File: src/rtl/hbr_pkg.sv
package hbr_pkg;
   typedef enum logic {
      ACC_WRITE = 1'b0,
      ACC_READ  = 1'b1
   } acc_dir_e;

   // offsets of the special words follow the plain read/write words
   function automatic int mix_offset(input int n_rw);
      return n_rw;
   endfunction

   function automatic int stat_offset(input int n_rw);
      return n_rw + 1;
   endfunction

   function automatic int evt_offset(input int n_rw);
      return n_rw + 2;
   endfunction
endpackage

File: src/rtl/hbr_sync.sv
module hbr_sync #(
   parameter int          WIDTH     = 1,
   parameter int          STAGES    = 2,
   parameter logic [WIDTH-1:0] RST_VAL = '0
) (
   input  logic             clk,
   input  logic             rst_n,
   input  logic [WIDTH-1:0] d_i,
   output logic [WIDTH-1:0] q_o
);
   generate
      if (STAGES < 2) begin : g_bad_stages
         $error("hbr_sync: STAGES must be at least 2");
      end
   endgenerate

   logic [STAGES-1:0][WIDTH-1:0] chain_q;

   always_ff @(posedge clk or negedge rst_n) begin
      if (!rst_n) begin
         chain_q <= {STAGES{RST_VAL}};
      end else begin
         chain_q[0] <= d_i;
         for (int s = 1; s < STAGES; s++) chain_q[s] <= chain_q[s-1];
      end
   end

   assign q_o = chain_q[STAGES-1];
endmodule

File: src/rtl/hbr_strobe_ctl.sv
module hbr_strobe_ctl
   import hbr_pkg::*;
#(
   parameter int ADDR_W = 9,
   parameter int DATA_W = 16
) (
   input  logic              clk,
   input  logic              rst_n,
   input  logic              cs_act,
   input  logic              as_act,
   input  logic              ds_act,
   input  logic              rw_i,
   input  logic [ADDR_W-1:0] addr_i,
   input  logic [DATA_W-1:0] data_i,
   output logic              ack_o,
   output logic              rd_act_o,
   output logic              wr_stb_o,
   output logic              rd_end_o,
   output logic [ADDR_W-1:0] addr_o,
   output logic [DATA_W-1:0] wdata_o
);
   logic              ds_prev, as_prev, ack_q, burst_q;
   acc_dir_e          dir_q;
   logic [ADDR_W-1:0] addr_q;
   logic [DATA_W-1:0] wdata_q;
   logic              ds_on, ds_off, as_on, as_off, acc_end;

   assign ds_on   = ds_act & ~ds_prev & cs_act;
   assign ds_off  = ~ds_act & ds_prev;
   assign as_on   = as_act & ~as_prev;
   assign as_off  = ~as_act & as_prev;
   assign acc_end = ds_off & ack_q;

   always_ff @(posedge clk or negedge rst_n) begin
      if (!rst_n) begin
         ds_prev <= 1'b0;
         as_prev <= 1'b0;
         ack_q   <= 1'b0;
         burst_q <= 1'b0;
         dir_q   <= ACC_WRITE;
         addr_q  <= '0;
         wdata_q <= '0;
      end else begin
         ds_prev <= ds_act;
         as_prev <= as_act;
         if (ds_on) begin
            ack_q   <= 1'b1;
            dir_q   <= acc_dir_e'(rw_i);
            wdata_q <= data_i;
         end else if (ds_off) begin
            ack_q <= 1'b0;
         end
         if (acc_end && burst_q) addr_q <= addr_q + 1'b1;
         if (as_on && cs_act) begin
            addr_q  <= addr_i;
            burst_q <= 1'b1;
         end else if (as_off) begin
            burst_q <= 1'b0;
         end
      end
   end

   assign ack_o    = ack_q;
   assign rd_act_o = ack_q & (dir_q == ACC_READ);
   assign wr_stb_o = acc_end & (dir_q == ACC_WRITE);
   assign rd_end_o = acc_end & (dir_q == ACC_READ);
   assign addr_o   = addr_q;
   assign wdata_o  = wdata_q;

   // acknowledge drops right after the data strobe is released
   a_r3_ack_release: assert property (@(posedge clk) disable iff (!rst_n)
      ds_off |=> !ack_q);
   // no acknowledge can start while chip select is inactive
   a_r11_no_ack_unselected: assert property (@(posedge clk) disable iff (!rst_n)
      (!ack_q && !cs_act) |=> !ack_q);
   // a finished access inside a burst advances the offset by one
   a_r5_burst_step: assert property (@(posedge clk) disable iff (!rst_n)
      (acc_end && burst_q && !(as_on && cs_act)) |=>
         (addr_q == ADDR_W'($past(addr_q) + 1'b1)));
   // falling address strobe closes the burst
   a_r7_burst_close: assert property (@(posedge clk) disable iff (!rst_n)
      as_off |=> !burst_q);
   // outside a burst only a selected address phase moves the offset
   a_r12_addr_hold: assert property (@(posedge clk) disable iff (!rst_n)
      (!burst_q && !(as_on && cs_act)) |=> $stable(addr_q));
endmodule

File: src/rtl/hbr_regbank.sv
module hbr_regbank
   import hbr_pkg::*;
#(
   parameter int               ADDR_W   = 9,
   parameter int               DATA_W   = 16,
   parameter int               N_RW     = 2,
   parameter logic [DATA_W-1:0] MIX_MASK = 16'hFF00
) (
   input  logic                     clk,
   input  logic                     rst_n,
   input  logic                     wr_stb_i,
   input  logic                     rd_end_i,
   input  logic [ADDR_W-1:0]        addr_i,
   input  logic [DATA_W-1:0]        wdata_i,
   input  logic [DATA_W-1:0]        hw_status_i,
   input  logic [DATA_W-1:0]        hw_evt_i,
   output logic [DATA_W-1:0]        rdata_o,
   output logic [N_RW*DATA_W-1:0]   cfg_o,
   output logic [DATA_W-1:0]        mix_o
);
   localparam logic [ADDR_W-1:0] OFF_MIX  = ADDR_W'(mix_offset(N_RW));
   localparam logic [ADDR_W-1:0] OFF_STAT = ADDR_W'(stat_offset(N_RW));
   localparam logic [ADDR_W-1:0] OFF_EVT  = ADDR_W'(evt_offset(N_RW));

   logic [N_RW-1:0][DATA_W-1:0] rw_q;
   logic [DATA_W-1:0]           mix_q, evt_q;
   logic                        evt_clr;

   assign evt_clr = rd_end_i & (addr_i == OFF_EVT);

   genvar gi;
   generate
      for (gi = 0; gi < N_RW; gi++) begin : g_rw
         always_ff @(posedge clk or negedge rst_n) begin
            if (!rst_n)                                    rw_q[gi] <= '0;
            else if (wr_stb_i && addr_i == ADDR_W'(gi))    rw_q[gi] <= wdata_i;
         end
         assign cfg_o[gi*DATA_W +: DATA_W] = rw_q[gi];

         // a word changes only on a write strobe to its own offset
         a_r2_rw_hold: assert property (@(posedge clk) disable iff (!rst_n)
            !(wr_stb_i && addr_i == ADDR_W'(gi)) |=> $stable(rw_q[gi]));
      end
   endgenerate

   always_ff @(posedge clk or negedge rst_n) begin
      if (!rst_n) begin
         mix_q <= '0;
         evt_q <= '0;
      end else begin
         if (wr_stb_i && addr_i == OFF_MIX) mix_q <= wdata_i & MIX_MASK;
         evt_q <= (evt_clr ? '0 : evt_q) | hw_evt_i;
      end
   end

   always_comb begin
      rdata_o = '0;
      for (int k = 0; k < N_RW; k++)
         if (addr_i == ADDR_W'(k)) rdata_o = rw_q[k];
      if (addr_i == OFF_MIX)  rdata_o = mix_q | (hw_status_i & ~MIX_MASK);
      if (addr_i == OFF_STAT) rdata_o = hw_status_i;
      if (addr_i == OFF_EVT)  rdata_o = evt_q;
   end

   assign mix_o = mix_q;

   // an event arriving in the clearing clock is kept
   a_r10_set_beats_clear: assert property (@(posedge clk) disable iff (!rst_n)
      evt_clr |=> (evt_q == $past(hw_evt_i)));
   // stored mixed word never holds bits outside the writable mask
   a_r9_mix_mask: assert property (@(posedge clk) disable iff (!rst_n)
      (wr_stb_i && addr_i == OFF_MIX) |=> ((mix_q & ~MIX_MASK) == '0));
endmodule

File: src/rtl/hostbus_regif.sv
module hostbus_regif
   import hbr_pkg::*;
#(
   parameter int                ADDR_W      = 9,
   parameter int                DATA_W      = 16,
   parameter int                N_RW        = 2,
   parameter int                SYNC_STAGES = 2,
   parameter logic [DATA_W-1:0] MIX_MASK    = 16'hFF00
) (
   input  logic                   clk,
   input  logic                   rst_n,
   input  logic                   cs_n,
   input  logic                   as_i,
   input  logic                   ds_n,
   input  logic                   rw_i,
   input  logic [ADDR_W-1:0]      addr_i,
   input  logic [DATA_W-1:0]      data_i,
   output logic [DATA_W-1:0]      data_o,
   output logic                   data_oe_o,
   output logic                   dtack_n,
   input  logic [DATA_W-1:0]      hw_status_i,
   input  logic [DATA_W-1:0]      hw_evt_i,
   output logic [N_RW*DATA_W-1:0] cfg_o,
   output logic [DATA_W-1:0]      mix_o
);
   localparam int N_OFFSETS = N_RW + 3;

   generate
      if (N_RW < 1) begin : g_bad_nrw
         $error("hostbus_regif: N_RW must be at least 1");
      end
      if ((1 << ADDR_W) < N_OFFSETS) begin : g_bad_addr
         $error("hostbus_regif: ADDR_W too small for the register map");
      end
   endgenerate

   logic [2:0]        strb_s;
   logic              ack, rd_act, wr_stb, rd_end;
   logic [ADDR_W-1:0] acc_addr;
   logic [DATA_W-1:0] wdata;

   // bit2 cs_n, bit1 as_i, bit0 ds_n; reset to the idle levels
   hbr_sync #(.WIDTH(3), .STAGES(SYNC_STAGES), .RST_VAL(3'b101)) u_sync (
      .clk   (clk),
      .rst_n (rst_n),
      .d_i   ({cs_n, as_i, ds_n}),
      .q_o   (strb_s)
   );

   hbr_strobe_ctl #(.ADDR_W(ADDR_W), .DATA_W(DATA_W)) u_ctl (
      .clk      (clk),
      .rst_n    (rst_n),
      .cs_act   (~strb_s[2]),
      .as_act   (strb_s[1]),
      .ds_act   (~strb_s[0]),
      .rw_i     (rw_i),
      .addr_i   (addr_i),
      .data_i   (data_i),
      .ack_o    (ack),
      .rd_act_o (rd_act),
      .wr_stb_o (wr_stb),
      .rd_end_o (rd_end),
      .addr_o   (acc_addr),
      .wdata_o  (wdata)
   );

   hbr_regbank #(.ADDR_W(ADDR_W), .DATA_W(DATA_W), .N_RW(N_RW),
                 .MIX_MASK(MIX_MASK)) u_regs (
      .clk         (clk),
      .rst_n       (rst_n),
      .wr_stb_i    (wr_stb),
      .rd_end_i    (rd_end),
      .addr_i      (acc_addr),
      .wdata_i     (wdata),
      .hw_status_i (hw_status_i),
      .hw_evt_i    (hw_evt_i),
      .rdata_o     (data_o),
      .cfg_o       (cfg_o),
      .mix_o       (mix_o)
   );

   assign dtack_n   = ~ack;
   assign data_oe_o = rd_act;

   // pads drive only while an acknowledged access is in progress
   a_r4_oe_with_ack: assert property (@(posedge clk) disable iff (!rst_n)
      data_oe_o |-> !dtack_n);
endmodule

File: config.mk
export PLATFORM = sky130hd
export DESIGN_NAME = hostbus_regif
export DESIGN_NICKNAME = d
export VERILOG_FILES = /design/src/rtl/hbr_pkg.sv /design/src/rtl/hbr_sync.sv /design/src/rtl/hbr_strobe_ctl.sv /design/src/rtl/hbr_regbank.sv /design/src/rtl/hostbus_regif.sv
export SDC_FILE = /design/constraint.sdc
export NUM_CORES = 1
export LEC_CHECK = 0
export ABC_CLOCK_PERIOD_IN_PS = 6050
export BUFFER_PORTS_ARGS = -buffer_cell sky130_fd_sc_hd__buf_4
export CELL_PAD_IN_SITES_DETAIL_PLACEMENT = 0
export CELL_PAD_IN_SITES_GLOBAL_PLACEMENT = 2
export CORE_ASPECT_RATIO = 0.8
export CORE_MARGIN = 3
export CORE_UTILIZATION = 35
export DETAILED_ROUTE_END_ITERATION = 10
export PLACE_DENSITY = 0.82
export SYNTH_ARGS = -nofsm -noshare
export SYNTH_HDL_FRONTEND = slang
export SYNTH_SLANG_ARGS = --single-unit
File: constraint.sdc
create_clock -name clk -period 6.05 [get_ports clk]
set_input_delay 0.605 -clock clk [delete_from_list [all_inputs] [get_ports clk]]
set_output_delay 0.605 -clock clk [all_outputs]
set_load 0.01 [all_outputs]
==> impl_results.md <==
* Status: finished clean
* Routability cong. at between 0.8 and 0.9
* Die Height at ~110 um
* Setup slack at placement at 2.99 ns
* Footprint of the multi-input gates at between 0.0015 and 0.002 mm2
* Placed insts at 610
* Final-report hold violation count at 0
* HP Class: input port to async pin
* Post-synthesis sequential area ratio at 53.8%
* Worst-path fanout max at 11
* Tmin final at about 3.4 ns
* Routed Antenna Nets at 0
* Share of cells above drive strength 1 at 42.7%
* DIE AREA at about 0.014 mm2
* Register area at between 0.002 and 0.0025 mm2
* Port bufs at 120
* Most frequent cells after synthesis: dfrtp_1 (88), mux2_2 (57), nand2_1 (32)
* Diode count at 0
* Peak VDD IR at 0.178 mV
* CTS sink cnt at 92
* Postcts setup bufs at 0
* Row count at 35
* Global router's overall resource usage at between 15 and 20%
* CP arrival at approximately 2.8 ns
* Synthesized flop and latch total at 92
* Area grow syn2layout at 30.3%
* H-tree depth at 3
* Setup CP Type: flop to output port
* Yosys top cell by area: dfrtp_1
* Max_cap viols at 0
* Max clock buf depth at 2
* Die Width at approximately 130 um
* Initial DRC count at between 150 and 200
* # DRC at 0
* Max Transition Viols Final at 0
* Synthesized netlist cell count at around 360
* Top post-synthesis cells by area: dfrtp_1 (51%), mux2_2 (15%), a21o_1 (4.0%)
* Final period util at 56.5%
* CTS tree: yes
* Synthesized cell area at around 0.0043 mm2
* Syn_area_per_cell at 12.0 um2
* Grt ovf at 0
* Final setup vio count at 0
* Largest net degree at the start of global routing at a little over 90
* Most frequent cell after synthesis: dfrtp_1
* Critical Path RT at 5.44 ns
* Max_slew headroom at a little under a quarter
* Worst setup slack after layout at ~2.6 ns
* WL final at 12.0 mm
* Vias per cell at roughly 5.2
* Pwr/cell area at about 300 mW/mm2
* Number of non-filler instances in the completed layout at between 600 and 700
* Starting Density at 36.6%
* Pwr Total at 1.64 mW
* Syn. warnings at 0
* Vias in the first global route at 3365
* WL per Instance at 19.2 um
* FFs w/ async S/R, synth at between 90% and 100%
* Final layout net count at 540
* Initial antenna violation count at 0
* Post-CTS Hold Buffers at 0
* Clock Latency Late Sink at around 0.34 ns
* Core ar. at between 0.01 and 0.015 mm2
* Setup crit end kind: output port
* TritonCTS Buffers at 9
* Synth Flop Type: dfrtp_1
* Worst Setup Start Kind: flop
* Worst slew pin tran at ~1.1 ns
* IO Count at between 100 and 150
* Clock-pin slew on the worst setup and hold paths at 0.06 ns
* DP Wirelength at between 8 and 9 mm
* TNS Setup at 0 ns
* First-pass GRT wire length at about 19 mm
* Worst Skew at roughly 0.0076 ns
* RSZ-0062 raised after global routing: false
* Layout fillers at 1097
* Lkg Pwr at about 2.6 nW
* CTS root buf: clkbuf_16
* Drt first pass iters at 4
* Post_cts resized at 0
* Vias at 3239
* F_max at 292 MHz
* Share of the synthesized area in the top cell type at 51.3%
* Synth cell types at between 40 and 50
* EDFF count, synth at 0
[critical path, stage by stage, from the launching register on]
cell and delay, ns:
dfrtp_1 0.43, inv_1 0.10, ha_1 0.44, or4b_1 0.72
and3_1 0.29, a211oi_1 0.23, o31ai_1 0.10, buf_4 0.16
[per-layer routing]
layer  GRT usage (%)  up-vias  share of wire, %  wire length (um)
met3            6.64        9               8.1               973
met1            25.8     1603                48              5730
met5               0        -                 0                 0
li1                -     1510                 -                 -
met4            4.97        0               1.0               121
met2            24.8      117                43              5180
[report_power, final]
group	leakage [nW]	total, mW	internal, mW	switching [mW]
registers	1.12	0.729	0.667	0.0615
clock network	0.148	0.586	0.362	0.224
logic	1.37	0.328	0.143	0.185
total	2.63	1.64	1.17	0.470
[area by class of cell]
| class | instances | area share, % |
|---|---|---|
| sequential | 92 | 41.3 |
| multi-input combinational | 237 | 32.7 |
| timing repair buffer | 124 | 16.7 |
| clock buffer | 13 | 4.30 |
| tap | 148 | 3.31 |
| clock inverter | 3 | 1.16 |
| inverter | 9 | 0.604 |
[path summary, 6_finish.rpt]
path / from / endpoint / slack [ns] / depth (start not counted)
hold reg to reg: u_sync.chain_q[0] / u_sync.q_o[0] / 0.36 / 0
hold / removal: rst_n / u_regs.mix_o[12] / 0.04 / 1
setup / recovery: u_ctl.addr_o[1] / data_o[13] / 2.63 / 7
setup reg to reg: u_ctl.addr_o[1] / u_regs.cfg_o[17] / 2.98 / 6
min in group clk: u_sync.chain_q[0] / u_sync.q_o[0] / 0.36 / 0
max in group asynchronous: rst_n / u_regs.evt_q[0] / 4.72 / 2
[flip-flops by register name, indices dropped and copies added, names as in the netlist]
name / cells
u_sync.q_o: 3
u_ctl.ds_prev: 1
u_ctl.wdata_o: 16
u_sync.chain_q: 3
u_regs.cfg_o: 32
u_ctl.dir_q: 1
u_ctl.as_prev: 1
u_regs.mix_o: 8
u_ctl.burst_q: 1
u_ctl.addr_o: 9
u_regs.evt_q: 16
u_ctl.ack_o: 1
[stage by stage]
stage / hold slack [ns] / cell area, um2 / util (%)
final: 0.0366 / 5590 / 47.6
after global routing: 0.0219 / 5590 / 47.6
after CTS: 0.0271 / 5590 / 47.6
after detailed placement: 0.346 / 5290 / 45.0
after global placement: 0.334 / 5290 / 45.0
after floorplan: 0.309 / 4320 / -
[layout by cell type, fill, tap and decap left out, types with 2 or more instances in the layout]
cell type  Yosys  final
ha_1           4      4
a21o_1        23     23
nor4_1         4      4
nor3_1         2      2
inv_1          9      9
bufinv_16      0      2
clkbuf_16      0      9
o2bb2ai_1      6      6
nand4_1        2      2
nand3_1        5      5
o21ai_0       17     17
nor2_1        14     14
buf_4         10    124
a32oi_1        9      9
nand2_1       32     32
mux2_2        57     57
conb_1         1      8
a221o_1        2      2
and4_1         3      3
dfstp_2        4      4
nor4_4         4      4
o31ai_1        7      7
and3_1         8      8
a21oi_1        2      2
dfrtp_1       88     88
nor2b_1        2      2
a211oi_1       7      7
clkbuf_1      13      4
xnor2_1        8      8
[cells by family after synthesis]
kind of cell	after synthesis	share of synthesized area, %
DFF	92	53.8
other	1	0.0874
adders and majority gates	4	1.17
muxes	58	15.2
and+or+nand+nor	84	11.2
xor gates and xnor gates	8	1.63
buffers and inverters	36	4.40
AOI/OAI and AO/OA	75	12.5
(Power assumes the default switching activity.)
